File: src/rtl/uart_irq_pkg.sv
package uart_irq_pkg;
  localparam int ERR_N   = 4;
  localparam int ERR_BRK = 0;
  localparam int ERR_FRM = 1;
  localparam int ERR_OVR = 2;
  localparam int ERR_PAR = 3;

  typedef struct packed {
    logic err_sum;
    logic brk;
    logic rx_rdy;
    logic tx_rdy;
    logic rx_lvl;
    logic rx_ovf;
    logic tx_lvl;
  } irq_src_t;

  typedef struct packed {
    logic rx_err;
    logic rx_brk;
    logic tx;
    logic rx_fifo;
    logic tx_fifo;
  } irq_en_t;

  function automatic logic any_flag(input logic [ERR_N-1:0] f);
    return |f;
  endfunction
endpackage

File: src/rtl/uart_err_flags.sv
module uart_err_flags #(
  parameter int N = 4
) (
  input  logic         clk,
  input  logic         rst_n,
  input  logic [N-1:0] set_i,
  input  logic         clr_i,
  output logic [N-1:0] flag_o,
  output logic         sum_o
);
  import uart_irq_pkg::*;

  for (genvar i = 0; i < N; i++) begin : g_flag
    always_ff @(posedge clk or negedge rst_n) begin
      if (!rst_n)          flag_o[i] <= 1'b0;
      else if (set_i[i])   flag_o[i] <= 1'b1;
      else if (clr_i)      flag_o[i] <= 1'b0;
    end

    assert_flag_set_R1: assert property (@(posedge clk) disable iff (!rst_n)
      set_i[i] |=> flag_o[i]);
    assert_flag_hold_R1: assert property (@(posedge clk) disable iff (!rst_n)
      (flag_o[i] && !clr_i) |=> flag_o[i]);
    assert_flag_clr_R1: assert property (@(posedge clk) disable iff (!rst_n)
      (clr_i && !set_i[i]) |=> !flag_o[i]);
    assert_sum_cover_R2: assert property (@(posedge clk) disable iff (!rst_n)
      flag_o[i] |-> sum_o);
  end

  if (N == ERR_N) begin : g_sum_pkg
    assign sum_o = any_flag(flag_o);
  end else begin : g_sum_generic
    assign sum_o = |flag_o;
  end

  assert_sum_quiet_R2: assert property (@(posedge clk) disable iff (!rst_n)
    ($countones(flag_o) == 0) |-> !sum_o);
endmodule

File: src/rtl/uart_rx_level.sv
module uart_rx_level #(
  parameter int DEPTH  = 16,
  parameter int TRIG_W = 5,
  localparam int CNT_W = $clog2(DEPTH + 1),
  localparam int CMP_W = (CNT_W > TRIG_W) ? CNT_W : TRIG_W
) (
  input  logic              clk,
  input  logic              rst_n,
  input  logic              push_i,
  input  logic              pop_i,
  input  logic              flush_i,
  input  logic              ovf_clr_i,
  input  logic              trig_wr_i,
  input  logic [TRIG_W-1:0] trig_din_i,
  output logic [CNT_W-1:0]  count_o,
  output logic [TRIG_W-1:0] trig_o,
  output logic              lvl_hit_o,
  output logic              ovf_o
);
  localparam logic [CNT_W-1:0]  FULL_CNT = CNT_W'(DEPTH);
  localparam logic [TRIG_W-1:0] TRIG_RST = {TRIG_W{1'b1}};

  function automatic logic [CNT_W-1:0] next_count(
    input logic [CNT_W-1:0] cur, input logic push, input logic pop, input logic flush);
    if (flush)                                 return '0;
    if (push && !pop && cur != FULL_CNT)       return cur + 1'b1;
    if (pop && !push && cur != '0)             return cur - 1'b1;
    if (push && pop && cur == '0)              return CNT_W'(1);
    return cur;
  endfunction

  function automatic logic lvl_reached(
    input logic [CNT_W-1:0] cnt, input logic [TRIG_W-1:0] trig);
    return CMP_W'(cnt) >= CMP_W'(trig);
  endfunction

  logic full_w;
  logic ovf_evt_w;
  assign full_w    = (count_o == FULL_CNT);
  assign ovf_evt_w = push_i && !pop_i && full_w;

  always_ff @(posedge clk or negedge rst_n) begin
    if (!rst_n) count_o <= '0;
    else        count_o <= next_count(count_o, push_i, pop_i, flush_i);
  end

  always_ff @(posedge clk or negedge rst_n) begin
    if (!rst_n)         trig_o <= TRIG_RST;
    else if (trig_wr_i) trig_o <= trig_din_i;
  end

  always_ff @(posedge clk or negedge rst_n) begin
    if (!rst_n)         ovf_o <= 1'b0;
    else if (ovf_evt_w) ovf_o <= 1'b1;
    else if (ovf_clr_i) ovf_o <= 1'b0;
  end

  assign lvl_hit_o = lvl_reached(count_o, trig_o);

  assert_count_bound_R7: assert property (@(posedge clk) disable iff (!rst_n)
    count_o <= FULL_CNT);
  assert_push_inc_R7: assert property (@(posedge clk) disable iff (!rst_n)
    (push_i && !pop_i && !flush_i && !full_w) |=> (count_o == $past(count_o) + 1'b1));
  assert_flush_zero_R7: assert property (@(posedge clk) disable iff (!rst_n)
    flush_i |=> (count_o == '0));
  assert_full_hold_R7: assert property (@(posedge clk) disable iff (!rst_n)
    (ovf_evt_w && !flush_i) |=> full_w);
  assert_no_overflow_R10: assert property (@(posedge clk) disable iff (!rst_n)
    ovf_evt_w |=> ovf_o);
  assert_ovf_hold_R10: assert property (@(posedge clk) disable iff (!rst_n)
    (ovf_o && !ovf_clr_i) |=> ovf_o);
  assert_trig_load_R9: assert property (@(posedge clk) disable iff (!rst_n)
    trig_wr_i |=> (trig_o == $past(trig_din_i)));
  assert_lvl_change_R8: assert property (@(posedge clk) disable iff (!rst_n)
    $rose(lvl_hit_o) |-> (!$stable(count_o) || !$stable(trig_o)));
endmodule

File: src/rtl/uart_irq_route.sv
module uart_irq_route
  import uart_irq_pkg::*;
(
  input  logic     clk,
  input  logic     rst_n,
  input  logic     fifo_mode_i,
  input  irq_en_t  en_i,
  input  irq_src_t src_i,
  output logic     rx_irq_o,
  output logic     tx_irq_o
);
  logic err_path_w;
  logic rx_direct_w;
  logic rx_fifo_w;
  logic tx_direct_w;
  logic tx_fifo_w;

  assign err_path_w  = en_i.rx_err  & src_i.err_sum;
  assign rx_direct_w = en_i.rx_brk  & (src_i.brk | src_i.rx_rdy);
  assign rx_fifo_w   = en_i.rx_fifo & (src_i.rx_lvl | src_i.rx_ovf);
  assign tx_direct_w = en_i.tx      & src_i.tx_rdy;
  assign tx_fifo_w   = en_i.tx_fifo & src_i.tx_lvl;

  always_comb begin
    if (fifo_mode_i) begin
      rx_irq_o = err_path_w | rx_fifo_w;
      tx_irq_o = tx_fifo_w;
    end else begin
      rx_irq_o = err_path_w | rx_direct_w;
      tx_irq_o = tx_direct_w;
    end
  end

  assert_direct_rx_quiet_R3: assert property (@(posedge clk) disable iff (!rst_n)
    (!fifo_mode_i && !en_i.rx_err && !en_i.rx_brk) |-> !rx_irq_o);
  assert_direct_rx_brk_R3: assert property (@(posedge clk) disable iff (!rst_n)
    (!fifo_mode_i && en_i.rx_brk && src_i.brk) |-> rx_irq_o);
  assert_direct_tx_R4: assert property (@(posedge clk) disable iff (!rst_n)
    (!fifo_mode_i && !en_i.tx) |-> !tx_irq_o);
  assert_fifo_no_brk_R5: assert property (@(posedge clk) disable iff (!rst_n)
    (fifo_mode_i && !en_i.rx_err && !en_i.rx_fifo) |-> !rx_irq_o);
  assert_fifo_ovf_R5: assert property (@(posedge clk) disable iff (!rst_n)
    (fifo_mode_i && en_i.rx_fifo && src_i.rx_ovf) |-> rx_irq_o);
  assert_fifo_tx_R6: assert property (@(posedge clk) disable iff (!rst_n)
    (fifo_mode_i && !en_i.tx_fifo) |-> !tx_irq_o);
endmodule

File: src/rtl/uart_irq_router.sv
module uart_irq_router #(
  parameter int DEPTH  = 16,
  parameter int TRIG_W = 5,
  localparam int CNT_W = $clog2(DEPTH + 1)
) (
  input  logic              clk,
  input  logic              rst_n,
  input  logic              fifo_mode,
  input  logic              brk_pulse,
  input  logic              fe_pulse,
  input  logic              oe_pulse,
  input  logic              pe_pulse,
  input  logic              err_clr,
  input  logic              rx_ready,
  input  logic              tx_ready,
  input  logic              tx_lvl_hit,
  input  logic              rx_push,
  input  logic              rx_pop,
  input  logic              rx_flush,
  input  logic              ovf_clr,
  input  logic              trig_wr,
  input  logic [TRIG_W-1:0] trig_din,
  input  logic              en_rx_err,
  input  logic              en_rx_brk,
  input  logic              en_tx,
  input  logic              en_rx_fifo,
  input  logic              en_tx_fifo,
  output logic              rx_irq,
  output logic              tx_irq,
  output logic              brk_flag,
  output logic              fe_flag,
  output logic              oe_flag,
  output logic              pe_flag,
  output logic              err_sum,
  output logic [CNT_W-1:0]  rx_count,
  output logic [TRIG_W-1:0] rx_trig,
  output logic              rx_lvl_hit,
  output logic              rx_ovf
);
  import uart_irq_pkg::*;

  logic [ERR_N-1:0] err_set_w;
  logic [ERR_N-1:0] err_flag_w;
  irq_en_t          en_w;
  irq_src_t         src_w;

  always_comb begin
    err_set_w          = '0;
    err_set_w[ERR_BRK] = brk_pulse;
    err_set_w[ERR_FRM] = fe_pulse;
    err_set_w[ERR_OVR] = oe_pulse;
    err_set_w[ERR_PAR] = pe_pulse;
  end

  uart_err_flags #(.N(ERR_N)) u_err (
    .clk   (clk),
    .rst_n (rst_n),
    .set_i (err_set_w),
    .clr_i (err_clr),
    .flag_o(err_flag_w),
    .sum_o (err_sum)
  );

  assign brk_flag = err_flag_w[ERR_BRK];
  assign fe_flag  = err_flag_w[ERR_FRM];
  assign oe_flag  = err_flag_w[ERR_OVR];
  assign pe_flag  = err_flag_w[ERR_PAR];

  uart_rx_level #(.DEPTH(DEPTH), .TRIG_W(TRIG_W)) u_lvl (
    .clk       (clk),
    .rst_n     (rst_n),
    .push_i    (rx_push),
    .pop_i     (rx_pop),
    .flush_i   (rx_flush),
    .ovf_clr_i (ovf_clr),
    .trig_wr_i (trig_wr),
    .trig_din_i(trig_din),
    .count_o   (rx_count),
    .trig_o    (rx_trig),
    .lvl_hit_o (rx_lvl_hit),
    .ovf_o     (rx_ovf)
  );

  assign en_w = '{rx_err: en_rx_err, rx_brk: en_rx_brk, tx: en_tx,
                  rx_fifo: en_rx_fifo, tx_fifo: en_tx_fifo};
  assign src_w = '{err_sum: err_sum, brk: brk_flag, rx_rdy: rx_ready, tx_rdy: tx_ready,
                   rx_lvl: rx_lvl_hit, rx_ovf: rx_ovf, tx_lvl: tx_lvl_hit};

  uart_irq_route u_route (
    .clk        (clk),
    .rst_n      (rst_n),
    .fifo_mode_i(fifo_mode),
    .en_i       (en_w),
    .src_i      (src_w),
    .rx_irq_o   (rx_irq),
    .tx_irq_o   (tx_irq)
  );

  assert_reset_idle_R11: assert property (@(posedge clk)
    $rose(rst_n) |-> (rx_count == '0 && !rx_ovf && !err_sum));
endmodule

File: config.mk
export PLATFORM = sky130hd
export DESIGN_NAME = uart_irq_router
export DESIGN_NICKNAME = d
export VERILOG_FILES = /design/src/rtl/uart_irq_pkg.sv /design/src/rtl/uart_err_flags.sv /design/src/rtl/uart_rx_level.sv /design/src/rtl/uart_irq_route.sv /design/src/rtl/uart_irq_router.sv
export SDC_FILE = /design/constraint.sdc
export NUM_CORES = 1
export LEC_CHECK = 0
export ABC_AREA = 1
export CAP_MARGIN = 20
export CORE_AREA = 4 4 55 57
export CTS_CLUSTER_DIAMETER = 40
export CTS_CLUSTER_SIZE = 40
export DETAILED_ROUTE_END_ITERATION = 10
export DIE_AREA = 0 0 59 61
export PLACE_DENSITY = 0.75
export SLEW_MARGIN = 30
export SYNTH_ARGS = -nofsm -noshare
export SYNTH_HDL_FRONTEND = slang
export SYNTH_HIERARCHICAL = 1
export SYNTH_SLANG_ARGS = --single-unit
File: constraint.sdc
create_clock -name clk -period 2.1 [get_ports clk]
set_input_delay 0.42 -clock clk [delete_from_list [all_inputs] [get_ports clk]]
set_output_delay 0.42 -clock clk [all_outputs]
set_load 0.01 [all_outputs]
==> results.sh, run 1 <==
export IMPL_worst_setup_path_type="reg2out"
export IMPL_p_clk_frac=0.174
export IMPL_r2r_start="u_lvl/count_o[1]"
export IMPL_drtIter0Drc=21
export IMPL_cts_max_path_buffers=2
export IMPL_grt_pass1_vias=1069
export IMPL_wl_met2_mm=1.377
export IMPL_max_cap_violations=0
export IMPL_syn_cell_area_mm2=0.001023
export IMPL_synth_seq_area_share=0.3729
export IMPL_hpwl_mm=2.142
export IMPL_fin_cells=225
export IMPL_dp_cells=220
export IMPL_postCtsHoldBufs=0
export IMPL_clkLatencyLatePin_ns=0.28
export IMPL_num_rows=18
export IMPL_end_kind="output port"
export IMPL_grt_use_total=0.1595
export IMPL_hold_viol=0
export IMPL_io_pins=45
export IMPL_cts_tree="built"
export IMPL_drc_errors=0
export IMPL_syn_area_per_cell_um2=7.363
export IMPL_place_gp_congestion=0.7911
export IMPL_antenna_found_initial=0
export IMPL_crit_start="u_lvl/trig_o[2]"
export IMPL_power_density_mw_per_mm2=552.8
export IMPL_grt_pass1_wl_mm=4.374
export IMPL_maxSlewHeadroom=0.5551
export IMPL_coreArea_mm2=0.002477
export IMPL_yosysWarnings=6
export IMPL_max_freq_mhz=433.3
export IMPL_clk_pin_slew_worst_paths_ns=0.09
export IMPL_setup_violations=2
export IMPL_drive_gt1_frac=0.2256
export IMPL_die_h_um=61
export IMPL_route_met3_wl_um=230
export IMPL_setup_tns_ns=-0.2691
export IMPL_layout_commonest_cell="clkdlybuf4s50_1"
export IMPL_maxSlewViolCount=0
export IMPL_wl_per_cell_um=11.90
export IMPL_p_int_mw=0.6168
export IMPL_power_frac_comb=0.459
export IMPL_gr_total_overflow=0
export IMPL_diodes=0
export IMPL_cp_data_arrival_time_ns=1.89
export IMPL_post_place_ws_ns=-0.3972
export IMPL_area_delta_synth_final_pct=63.81
export IMPL_swShare=0.3345
export IMPL_hp_class="reg2reg"
export IMPL_syn_inst=139
export IMPL_status="complete, but fails checks"
export IMPL_synth_fp_nets=172
export IMPL_first_pass_iters=4
export IMPL_hold_start="u_err/flag_o[2]"
export IMPL_numPortBuffers=44
export IMPL_skew_ns=0.002244
export IMPL_final_cell_mix="41 x clkdlybuf4s50_1, 40 x nand2_1, 19 x inv_1"
export IMPL_p_leak_nw=0.8123
export IMPL_cts_buffers=3
export IMPL_fin_ws_ns=-0.2078
export IMPL_cts_sinks=15
export IMPL_vias=1090
export IMPL_synth_cell_types=23
export IMPL_synth_edf_count=0
export IMPL_async_flop_share=1.000
export IMPL_die_area_mm2=0.003599
export IMPL_worst_pin_slew_ns=0.6653
export IMPL_violations="negative setup slack"
export IMPL_finalCriticalPeriod_ns=2.308
export IMPL_rsz0062_at_grt="true"
export IMPL_vias_per_cell=4.844
export IMPL_grt_max_degree=16
export IMPL_wl_mm=2.677
export IMPL_fp_dieW_um=59
export IMPL_root_buffer="clkbuf_4"
export IMPL_ant_nets=0
export IMPL_htree_levels=1
export IMPL_worst_setup_path_start_kind="flop"
export IMPL_top_layer="met3"
export IMPL_p_sw_mw=0.3100
export IMPL_cp_required_ns=1.68
export IMPL_worst_ir_drop_vdd_uv=482.0
export IMPL_nFillCells=218
export IMPL_seqPwrFrac=0.367
export IMPL_cp_max_fo=3
export IMPL_finalCritPeriodShare=1.099
export IMPL_synthFlopType="dfrtp_1"
export IMPL_drt_met1_wl_mm=1.070
export IMPL_ys_ff_latch=15
export IMPL_start_util=0.4131
export IMPL_nets=229
## final timing paths
check                                   end  slack (ns)  depth (start not counted)
max reg2reg                u_lvl/count_o[1]        0.49                          9
min reg2reg                 u_err/flag_o[2]        0.51                          2
max                                  rx_irq       -0.21                         10
max in group asynchronous   u_err/flag_o[3]        1.13                          1
min in group asynchronous  u_lvl/count_o[0]        0.54                          1
min                         u_err/flag_o[2]        0.51                          2
## power by group through the flow
stage / logic, mW / clock network, mW / registers [mW]
detailed placement: 0.384 / 0 / 0.341
global placement: 0.373 / 0 / 0.339
finish: 0.426 / 0.161 / 0.340
CTS: 0.416 / 0.170 / 0.340
floorplan: 0.175 / 0 / 0.361
global route: 0.466 / 0.193 / 0.344
## per-layer routing
metal	GRT usage	vias to the layer above
met5	0	-
met4	0.02589	0
met3	0.05106	0
met2	0.2950	41
met1	0.1827	495
li1	-	554
## state kept, by name, indices dropped and copies added (netlist names)
register and count:
u_lvl/count_o 5, u_lvl/trig_o 5, u_err/flag_o 4, u_lvl/ovf_o 1
## through the flow
step                  util  instance area [µm²]  hold slack [ns]  power (mW)
floorplan                -                 1031           0.1244      0.5359
global placement    0.6318                 1565           0.4814      0.7118
detailed placement  0.6318                 1565           0.4930      0.7250
CTS                 0.6717                 1664           0.5137      0.9261
global route        0.6768                 1677           0.5376       1.003
finish              0.6768                 1677           0.5115      0.9268
## synthesized netlist by cell type, types with 2 or more instances
cell type / instances / area share
nand3_2: 3 / 0.029
dfrtp_1: 10 / 0.24
nand4_1: 4 / 0.024
inv_1: 23 / 0.084
nand2_1: 42 / 0.15
o21ai_0: 9 / 0.044
ha_1: 7 / 0.086
dfstp_2: 5 / 0.13
inv_2: 2 / 0.0073
a21oi_1: 3 / 0.015
nand3_1: 11 / 0.054
nor2_4: 2 / 0.022
nand2_2: 3 / 0.018
nor2_1: 6 / 0.022
## repair_timing
action | CTS | global route
setup buffers | 1 | 0
pin swaps | 7 | 2
endpoints found under the setup margin | 2 | 3
resized for setup | 21 | 3
gates cloned | 0 | 0
## worst max-delay path: stages (launching register included)
cell and delay, ns:
dfstp_2 0.55, inv_2 0.05, ha_4 0.22, a21oi_2 0.12, o21a_1 0.17, o311ai_4 0.10
inv_1 0.07, nand2_1 0.05, nand2_1 0.08, nand3_2 0.08, buf_6 0.13
## layout make-up
class                      count  area [µm²]  share of cell area
multi-input combinational     96       613.1              0.3657
timing repair buffer          54       520.5              0.3104
sequential                    15       381.6              0.2276
inverter                      26       97.59             0.05821
tap                           30       37.54             0.02239
clock buffer                   4       26.28             0.01567
## kinds of logic (layout without fill, tap and decap cells)
family,count (synthesis),after routing,synth area share
buf+inv,28,84,0.1064
mux,1,1,0.01100
fa+ha+maj,7,7,0.08557
simple gates,71,71,0.3240
xor+xnor,2,2,0.01712
compound gates,15,15,0.08313
flops,15,15,0.3729
No activity file was read; power rests on OpenSTA's default activity.
==> run 2, diff against run 1 <==
Settings changed: CORE_AREA 4 4 55 57 to 2 2 53 55, DIE_AREA 0 0 59 61 to 0 0 55 57.
==> results.sh, run 2 (same netlist as run 1, synthesis figures left out) <==
export IMPL_grt_pass1_vias=1020
export IMPL_wl_mm=2.501
export IMPL_power_density_mw_per_mm2=549.0
export IMPL_grt_pass1_wl_mm=4.119
export IMPL_diodes=0
export IMPL_finalCriticalPeriod_ns=2.259
export IMPL_max_cap_violations=0
export IMPL_wl_per_cell_um=11.17
export IMPL_largestRegisters="u_lvl/count_o x5, u_lvl/trig_o x5, u_err/flag_o x4"
export IMPL_first_pass_iters=4
export IMPL_die_h_um=57
export IMPL_nFillCells=231
export IMPL_num_rows=19
export IMPL_cp_required_ns=1.68
export IMPL_area_delta_synth_final_pct=61.49
export IMPL_setup_violations=2
export IMPL_met2_usage=0.3027
export IMPL_antenna_found_initial=0
export IMPL_cp_max_fo=3
export IMPL_htree_levels=1
export IMPL_grtUsageMet3=0.01832
export IMPL_nets=227
export IMPL_gr_total_overflow=0
export IMPL_place_gp_congestion=0.8267
export IMPL_clk_pin_slew_worst_paths_ns=0.08
export IMPL_layout_commonest_cell="clkdlybuf4s50_1"
export IMPL_drc_errors=0
export IMPL_maxSlewViolCount=0
export IMPL_io_pins=45
export IMPL_worst_setup_path_start_kind="flop"
export IMPL_root_buffer="clkbuf_4"
export IMPL_end_kind="output port"
export IMPL_violations="negative setup slack"
export IMPL_drtIter0Drc=10
export IMPL_cts_sinks=15
export IMPL_cp_data_arrival_time_ns=1.84
export IMPL_worst_setup_path_type="reg2out"
export IMPL_skew_ns=0.002527
export IMPL_cts_max_path_buffers=2
export IMPL_ant_nets=0
export IMPL_hp_class="reg2reg"
export IMPL_finalCritPeriodShare=1.076
export IMPL_status="complete, but fails checks"
export IMPL_hpwl_mm=2.028
export IMPL_grt_use_total=0.1750
export IMPL_fin_ws_ns=-0.1590
export IMPL_fp_dieW_um=55
export IMPL_vias_per_cell=4.817
export IMPL_die_area_mm2=0.003135
export IMPL_start_util=0.3914
export IMPL_numPortBuffers=44
export IMPL_coreArea_mm2=0.002615
export IMPL_final_cell_mix="41 x clkdlybuf4s50_1, 40 x nand2_1, 20 x inv_1"
export IMPL_rsz0062_at_grt="true"
export IMPL_clkLatencyLatePin_ns=0.28
export IMPL_cts_buffers=3
export IMPL_hold_viol=0
export IMPL_grt_max_degree=16
export IMPL_vias=1079
export IMPL_cts_tree="built"
export IMPL_p_total_mw=0.9073
export IMPL_grt_busiest_layer="met2"
export IMPL_p_leak_nw=0.7960
export IMPL_utilization=0.6321
export IMPL_grt_use_met1=0.2128
export IMPL_drive_gt1_frac=0.2124
export IMPL_maxSlewHeadroom=0.5655
export IMPL_worst_pin_slew_ns=0.6498
export IMPL_max_freq_mhz=442.7
export IMPL_worst_ir_drop_vdd_uv=359.2
==> run 2: through the flow <==
stage	hold WS, ns	cell area, µm²	worst slack, ns	std cells	setup TNS [ns]
final	0.5055	1653	-0.1590	224	-0.2080
after global routing	0.5420	1653	-0.2972	224	-0.4343
after CTS	0.5165	1650	-0.1703	224	-0.2316
after detailed placement	0.4958	1559	-0.3719	220	-0.6345
after global placement	0.4788	1559	-0.2981	220	-0.4944
after floorplan	0.1244	1031	0.1019	139	0
==> run 2: what timing repair did <==
action | in CTS | in global routing
hold buffers | 0 | 0
buffers inserted | 1 | 0
pin swaps | 2 | 4
setup endpoints to repair | 2 | 3
resized for setup | 21 | 1
==> run 2: worst paths after layout <==
path	slack, ns	startpoint	cells past startpoint	endpoint
min in group asynchronous	0.54	rst_n	1	u_lvl/count_o[1]
max	-0.16	u_lvl/trig_o[4]	10	rx_irq
max reg2reg	0.48	u_lvl/count_o[1]	9	u_lvl/count_o[3]
min	0.51	u_err/flag_o[2]	2	u_err/flag_o[2]
max in group asynchronous	1.15	rst_n	1	u_err/flag_o[1]
min reg2reg	0.51	u_err/flag_o[2]	2	u_err/flag_o[2]
==> run 2: final cells by class <==
| class | count | area [µm²] | area share |
|---|---|---|---|
| Tap cell | 31 | 38.79 | 0.02347 |
| Multi-Input combinational cell | 96 | 603.1 | 0.3649 |
| Sequential cell | 15 | 381.6 | 0.2309 |
| Inverter | 26 | 97.59 | 0.05905 |
| Clock buffer | 4 | 26.28 | 0.01590 |
| Timing Repair Buffer | 52 | 505.5 | 0.3058 |
==> run 2: layer usage <==
| layer | vias up | share of wire |
|---|---|---|
| met1 | 496 | 0.42 |
| met2 | 34 | 0.51 |
| met4 | 0 | 0.0084 |
| met3 | 2 | 0.065 |
| met5 | - | 0 |
| li1 | 547 | - |
==> run 2: power breakdown <==
| group | internal [mW] | total, mW | switching, mW |
|---|---|---|---|
| clock | 0.0737 | 0.160 | 0.0866 |
| sequential | 0.320 | 0.339 | 0.0192 |
| combinational | 0.215 | 0.408 | 0.193 |
| total | 0.609 | 0.907 | 0.299 |
==> run 2: critical path: stages, from the launching register on <==
cell and delay (ns):
dfstp_2 0.54, inv_2 0.05, ha_4 0.22, a21oi_2 0.14, o21a_1 0.14, o311ai_2 0.10, inv_1 0.07, nand2_1 0.05
nand2_1 0.07, nand3_2 0.06, buf_6 0.12
